**config.mk**
```make
export PLATFORM = sky130hd
export DESIGN_NAME = cmdseq_detect
export DESIGN_NICKNAME = d
export VERILOG_FILES = /design/src/rtl/cmdseq_pkg.sv /design/src/rtl/cmdseq_strobe.sv /design/src/rtl/cmdseq_match.sv /design/src/rtl/cmdseq_ctrl.sv /design/src/rtl/cmdseq_detect.sv
export SDC_FILE = /design/constraint.sdc
export NUM_CORES = 1
export LEC_CHECK = 0
export BUFFER_PORTS_ARGS = -buffer_cell sky130_fd_sc_hd__buf_2
export CAP_MARGIN = 20
export CORE_MARGIN = 3
export CORE_UTILIZATION = 40
export CTS_BUF_LIST = sky130_fd_sc_hd__clkbuf_16
export DETAILED_ROUTE_END_ITERATION = 8
export PLACE_DENSITY = 0.7
export SLEW_MARGIN = 20
export SYNTH_ARGS = -nofsm -noshare
export SYNTH_HDL_FRONTEND = slang
export SYNTH_HIERARCHICAL = 1
export SYNTH_SLANG_ARGS = --single-unit
```
**constraint.sdc**
```tcl
create_clock -name clk -period 1.77 [get_ports clk]
set_input_delay 0.0885 -clock clk [delete_from_list [all_inputs] [get_ports clk]]
set_output_delay 0.0885 -clock clk [all_outputs]
set_load 0.01 [all_outputs]
```
**src/rtl/cmdseq_pkg.sv**
```systemverilog
package cmdseq_pkg;

  localparam int CMP_W      = 14;
  localparam int PREFIX_LEN = 5;
  localparam int STEP_W     = $clog2(PREFIX_LEN + 1);

  localparam logic [CMP_W-1:0] STORE_KEY  = 14'h0FC0;
  localparam logic [CMP_W-1:0] RECALL_KEY = 14'h0C63;

  typedef logic [STEP_W-1:0] step_t;

  // prefix key for armed step idx (0 = first read)
  function automatic logic [CMP_W-1:0] prefix_key(input int idx);
    logic [CMP_W-1:0] k;
    case (idx)
      0:       k = 14'h0E38;
      1:       k = 14'h31C7;
      2:       k = 14'h03E0;
      3:       k = 14'h3C1F;
      default: k = 14'h303F;
    endcase
    return k;
  endfunction

  // step after an accepted read that is not a final hit
  function automatic step_t advance(input step_t cur, input logic hit_cur,
                                    input logic hit_first);
    step_t r;
    if (hit_cur)        r = cur + step_t'(1);
    else if (hit_first) r = step_t'(1);
    else                r = '0;
    return r;
  endfunction

endpackage

```
**src/rtl/cmdseq_strobe.sv**
```systemverilog
module cmdseq_strobe (
  input  logic clk,
  input  logic rst_n,
  input  logic ce_n,
  input  logic we_n,
  output logic acc_start,
  output logic wr_abort
);
  logic ce_q;

  always_ff @(posedge clk or negedge rst_n) begin
    if (!rst_n) ce_q <= 1'b1;
    else        ce_q <= ce_n;
  end

  // read access: first sampled low cycle of chip enable, write enable high
  assign acc_start = ce_q & ~ce_n & we_n;
  // any sampled write strobe inside a selected cycle
  assign wr_abort  = ~ce_n & ~we_n;
endmodule

```
**src/rtl/cmdseq_match.sv**
```systemverilog
module cmdseq_match
  import cmdseq_pkg::*;
#(
  parameter int W   = CMP_W,
  parameter int NPF = PREFIX_LEN
) (
  input  logic [W-1:0] addr,
  input  step_t        step,
  output logic         hit_cur,
  output logic         hit_first,
  output logic         hit_store,
  output logic         hit_recall,
  output logic         at_final
);
  logic [NPF-1:0] hit_pf;
  logic [NPF-1:0] sel_pf;

  genvar gi;
  generate
    for (gi = 0; gi < NPF; gi++) begin : g_key
      assign hit_pf[gi] = (addr == W'(prefix_key(gi)));
      assign sel_pf[gi] = hit_pf[gi] & (step == step_t'(gi));
    end
  endgenerate

  assign hit_cur    = |sel_pf;
  assign hit_first  = hit_pf[0];
  assign at_final   = (step == step_t'(NPF));
  assign hit_store  = (addr == W'(STORE_KEY));
  assign hit_recall = (addr == W'(RECALL_KEY));
endmodule

```
**src/rtl/cmdseq_ctrl.sv**
```systemverilog
module cmdseq_ctrl
  import cmdseq_pkg::*;
(
  input  logic  clk,
  input  logic  rst_n,
  input  logic  busy,
  input  logic  acc_start,
  input  logic  wr_abort,
  input  logic  hit_cur,
  input  logic  hit_first,
  input  logic  hit_store,
  input  logic  hit_recall,
  input  logic  at_final,
  output step_t step_q,
  output logic  store_req,
  output logic  recall_req
);
  step_t step_d;
  logic  st_d, rc_d;

  always_comb begin
    step_d = step_q;
    st_d   = 1'b0;
    rc_d   = 1'b0;
    if (busy || wr_abort) begin
      step_d = '0;
    end else if (acc_start) begin
      if (at_final && hit_store) begin
        st_d   = 1'b1;
        step_d = '0;
      end else if (at_final && hit_recall) begin
        rc_d   = 1'b1;
        step_d = '0;
      end else begin
        step_d = advance(step_q, hit_cur, hit_first);
      end
    end
  end

  always_ff @(posedge clk or negedge rst_n) begin
    if (!rst_n) begin
      step_q     <= '0;
      store_req  <= 1'b0;
      recall_req <= 1'b0;
    end else begin
      step_q     <= step_d;
      store_req  <= st_d;
      recall_req <= rc_d;
    end
  end
endmodule

```
**src/rtl/cmdseq_detect.sv**
```systemverilog
module cmdseq_detect
  import cmdseq_pkg::*;
#(
  parameter int ADDR_W = 15
) (
  input  logic              clk,
  input  logic              rst_n,
  input  logic [ADDR_W-1:0] bus_addr,
  input  logic              ce_n,
  input  logic              we_n,
  input  logic              oe_n,
  input  logic              busy,
  output logic              store_req,
  output logic              recall_req
);
  logic  acc_start, wr_abort;
  logic  hit_cur, hit_first, hit_store, hit_recall, at_final;
  step_t step_q;
  logic  unused_inputs;

  assign unused_inputs = ^{oe_n, bus_addr[ADDR_W-1:CMP_W]};

  cmdseq_strobe u_strobe (
    .clk(clk), .rst_n(rst_n), .ce_n(ce_n), .we_n(we_n),
    .acc_start(acc_start), .wr_abort(wr_abort)
  );

  cmdseq_match #(.W(CMP_W), .NPF(PREFIX_LEN)) u_match (
    .addr(bus_addr[CMP_W-1:0]), .step(step_q),
    .hit_cur(hit_cur), .hit_first(hit_first), .hit_store(hit_store),
    .hit_recall(hit_recall), .at_final(at_final)
  );

  cmdseq_ctrl u_ctrl (
    .clk(clk), .rst_n(rst_n), .busy(busy), .acc_start(acc_start),
    .wr_abort(wr_abort), .hit_cur(hit_cur), .hit_first(hit_first),
    .hit_store(hit_store), .hit_recall(hit_recall), .at_final(at_final),
    .step_q(step_q), .store_req(store_req), .recall_req(recall_req)
  );
endmodule

```
==> summary.md <==
| Metric | Value |
|---|---|
| Outcome | completed |
| TritonCTS Sinks | 6 |
| Routed WL per cell | 14.11 µm |
| Initial Utilization | 45.30% |
| EDFF count, synth | 0 |
| CP peak stage delay | 0.51 ns |
| Post-DP Area | 708.2 µm² |
| Leak | 0.0003660 µW |
| Vias/cell | 5.785 |
| Initial antenna violation count | 0 |
| FF-to-FF path depth | 5 |
| CTS tree | done |
| Async S/R FF share, synth | 100.0% |
| Maxcap violations | 0 |
| Overall routing resource usage | 18.49% |
| Final setup fails | 0 |
| Dominant cells by area after synthesis | dfrtp_1 24%, dfstp_2 5.0%, nand2_1 5.0%, nand4b_4 4.5%, nand4_1 3.5% |
| Hold Path End | u_ctrl/step_q[1] |
| Worst-case clock buffer depth | 2 |
| GRT overflow | 0 |
| Yosys top cell by area | dfrtp_1 |
| Clock root cell | clkbuf_16 |
| Final HPWL DP | 1169 µm |
| FP Rows | 12 |
| Layout cells sized above 1 | 43.01% |
| Pin count of the biggest net entering global routing | 7 |
| Fin Setup TNS | 0 ns |
| H-tree depth | 1 |
| Min-delay src | busy |
| Synth Area per Inst | 8.992 µm² |
| I/O Buffers | 20 |
| Multi-input combinational cell area | 371.6 µm² |
| Critical Path AT | 1.89 ns |
| N_diodes | 0 |
| Fin crit share | 98.40% |
| Final wirelength | 1510 µm |
| Register Area | 151.4 µm² |
| Die footprint | 1799 µm² |
| Part of the Yosys area used for sequential elements | 28.54% |
| Most frequent cell after synthesis | nand2_1 |
| Final core utilization | 68.91% |
| Setup Crit Path Kind | reg2reg |
| Total CTS buffers | 3 |
| Synthesis warning total | 6 |
| Final count of pins violating max slew | 0 |
| Die Y | 42.42 µm |
| Routability cong. | 0.7566 |
| Element type at the critical path end | register |
| Flop2flop setup slack | 0.03 ns |
| FF-to-FF Start | u_ctrl/step_q[0] |
| Syn nets | 81 |
| Worst path slowest cell | or4_1 |
| Unrepaired setup endpoints after global routing | yes |
| FF+latch count, synth | 6 |
| Clk Latency, worst-skew pair | 0.23 ns |
| Slew HR | 63.94% |
| Worst hold path type | in2reg |
| I/O Pins | 23 |
| Hold depth | 4 |
| Worst setup SP type | register |
| Post-synth top flop | dfrtp_1 |
| Critical path peak fanout | 5 |
| Placed insts | 101 |
| Peak VDD IR | 0.5369 mV |
| Fin nets | 116 |
| Vias | 619 |
| DRT iter0 DRCs | 20 |
| Area growth syn-to-layout | 52.12% |
| Most frequent cells after synthesis | 7 x nand2_1, 5 x dfrtp_1, 4 x nor2_1 |
| DR pass1 iterations | 4 |
| Final Hold Vio Count | 0 |
| Cells after synthesis | 59 |
| Clock transition at the registers of the reported paths | 0.04 ns |
| Share of the synthesized area in the top cell type | 23.58% |
| WP data required | 1.91 ns |
| R2r endpoint | u_ctrl/step_q[0] |
| Postcts setup bufs | 0 |
| Fin area | 807.0 µm² |
| Yosys cell types | 36 |
| Final Critical Period | 1.742 ns |
| Max Fclk | 0.5741 GHz |
| Core ar. | 1171 µm² |
| Worst-Margin Slew | 0.5334 ns |
| Die X-Extent | 42.42 µm |
| Filler cell count | 92 |
| Power per cell area | 712.9 nW/µm² |
| DRC | 0 |
| Critical path cell sequence | or4_1, o22a_1, o211ai_2, o2111ai_1, a21boi_1 |
| Post-Route Skew | 0.004671 ns |
| Routed Antenna Nets | 0 |
| Vias in the first global route | 581 |
| Area of the mapped netlist | 530.5 µm² |
| Final Instance Count excl. Fillers | 107 |
| First-pass GRT wire length | 2484 µm |
metal layers:
layer | share of wire (%) | vias up | track usage (%)
li1 | - | 305 | -
met1 | 42 | 291 | 22.68
met2 | 50 | 21 | 30.09
met3 | 6.7 | 2 | 5.150
met4 | 0.93 | 0 | 7.453
met5 | 0 | - | 0
cell type report:
class                      instances  area share [%]
clock buffer                       3           9.302
sequential                         6           18.76
tap                               14           2.171
clock inverter                     1          0.4651
multi-input combinational         51           46.05
inverter                           2          0.9302
timing repair buffer              30           22.33
worst max path at each step:
stage	from	end	slack, ns	depth (start not counted)
final	u_ctrl/step_q[0]	u_ctrl/step_q[0]	0.03	5
after global routing	u_ctrl/step_q[0]	u_ctrl/step_q[0]	-0.09	5
after CTS	u_ctrl/step_q[0]	u_ctrl/step_q[0]	0.03	5
after detailed placement	bus_addr[1]	u_ctrl/step_q[0]	-0.24	7
after global placement	bus_addr[1]	u_ctrl/step_q[0]	-0.21	7
after floorplan	bus_addr[1]	u_ctrl/step_q[0]	0.006	7
power by group:
part | switching (µW) | internal [µW]
clock | 77.7 | 293
sequential | 0.251 | 140
combinational | 31.3 | 33.1
sequential cells by signal (all words and copies together) (netlist names):
signal,count
u_ctrl/recall_req,1
u_ctrl/step_q,3
u_ctrl/store_req,1
u_strobe/ce_q,1
stage by stage:
stage               setup slack (ns)  hold WS, ns  power (µW)
finish                       0.02826       0.1823       575.3
global route                -0.09347       0.2113       597.5
CTS                          0.02589       0.1802       579.8
detailed placement           -0.2405     -0.08299       202.1
global placement             -0.2086     -0.08523       200.5
floorplan                   0.005750      -0.2071       164.2
cell families after synthesis:
| logic type | after synthesis | share of synthesized area [%] |
|---|---|---|
| AOI/OAI and AO/OA | 9 | 14.15 |
| DFF | 6 | 28.54 |
| and+or+nand+nor | 41 | 53.54 |
| buffers and inverters | 2 | 1.416 |
| adders and majority gates | 1 | 2.358 |
timing repair:
action                                  4_1_cts  5_1_grt
endpoints found under the setup margin        1        3
cloned                                        0        0
hold endpoints to repair                      7        0
resized for setup                             1        0
hold buffers                                  2        0
cells in the final DEF (no fill, tap or decap), types with 2 or more instances in the layout:
cell	instances
or4_1	2
clkbuf_16	3
buf_2	20
nand2_1	7
inv_1	3
nand3b_1	2
dfrtp_1	5
nor3_1	3
nor2_1	4
nand3_1	3
dlygate4sd3_1	2
buf_4	8
nor3b_1	2
nand4_1	3
critical path: cells and delay by family, from the launching register on:
| kind | cells | cell delay [ns] |
|---|---|---|
| AOI/OAI and AO/OA | 4 | 0.72 |
| and+or+nand+nor | 1 | 0.51 |
| DFF | 1 | 0.42 |
No activity file was read; power rests on OpenSTA's default activity.
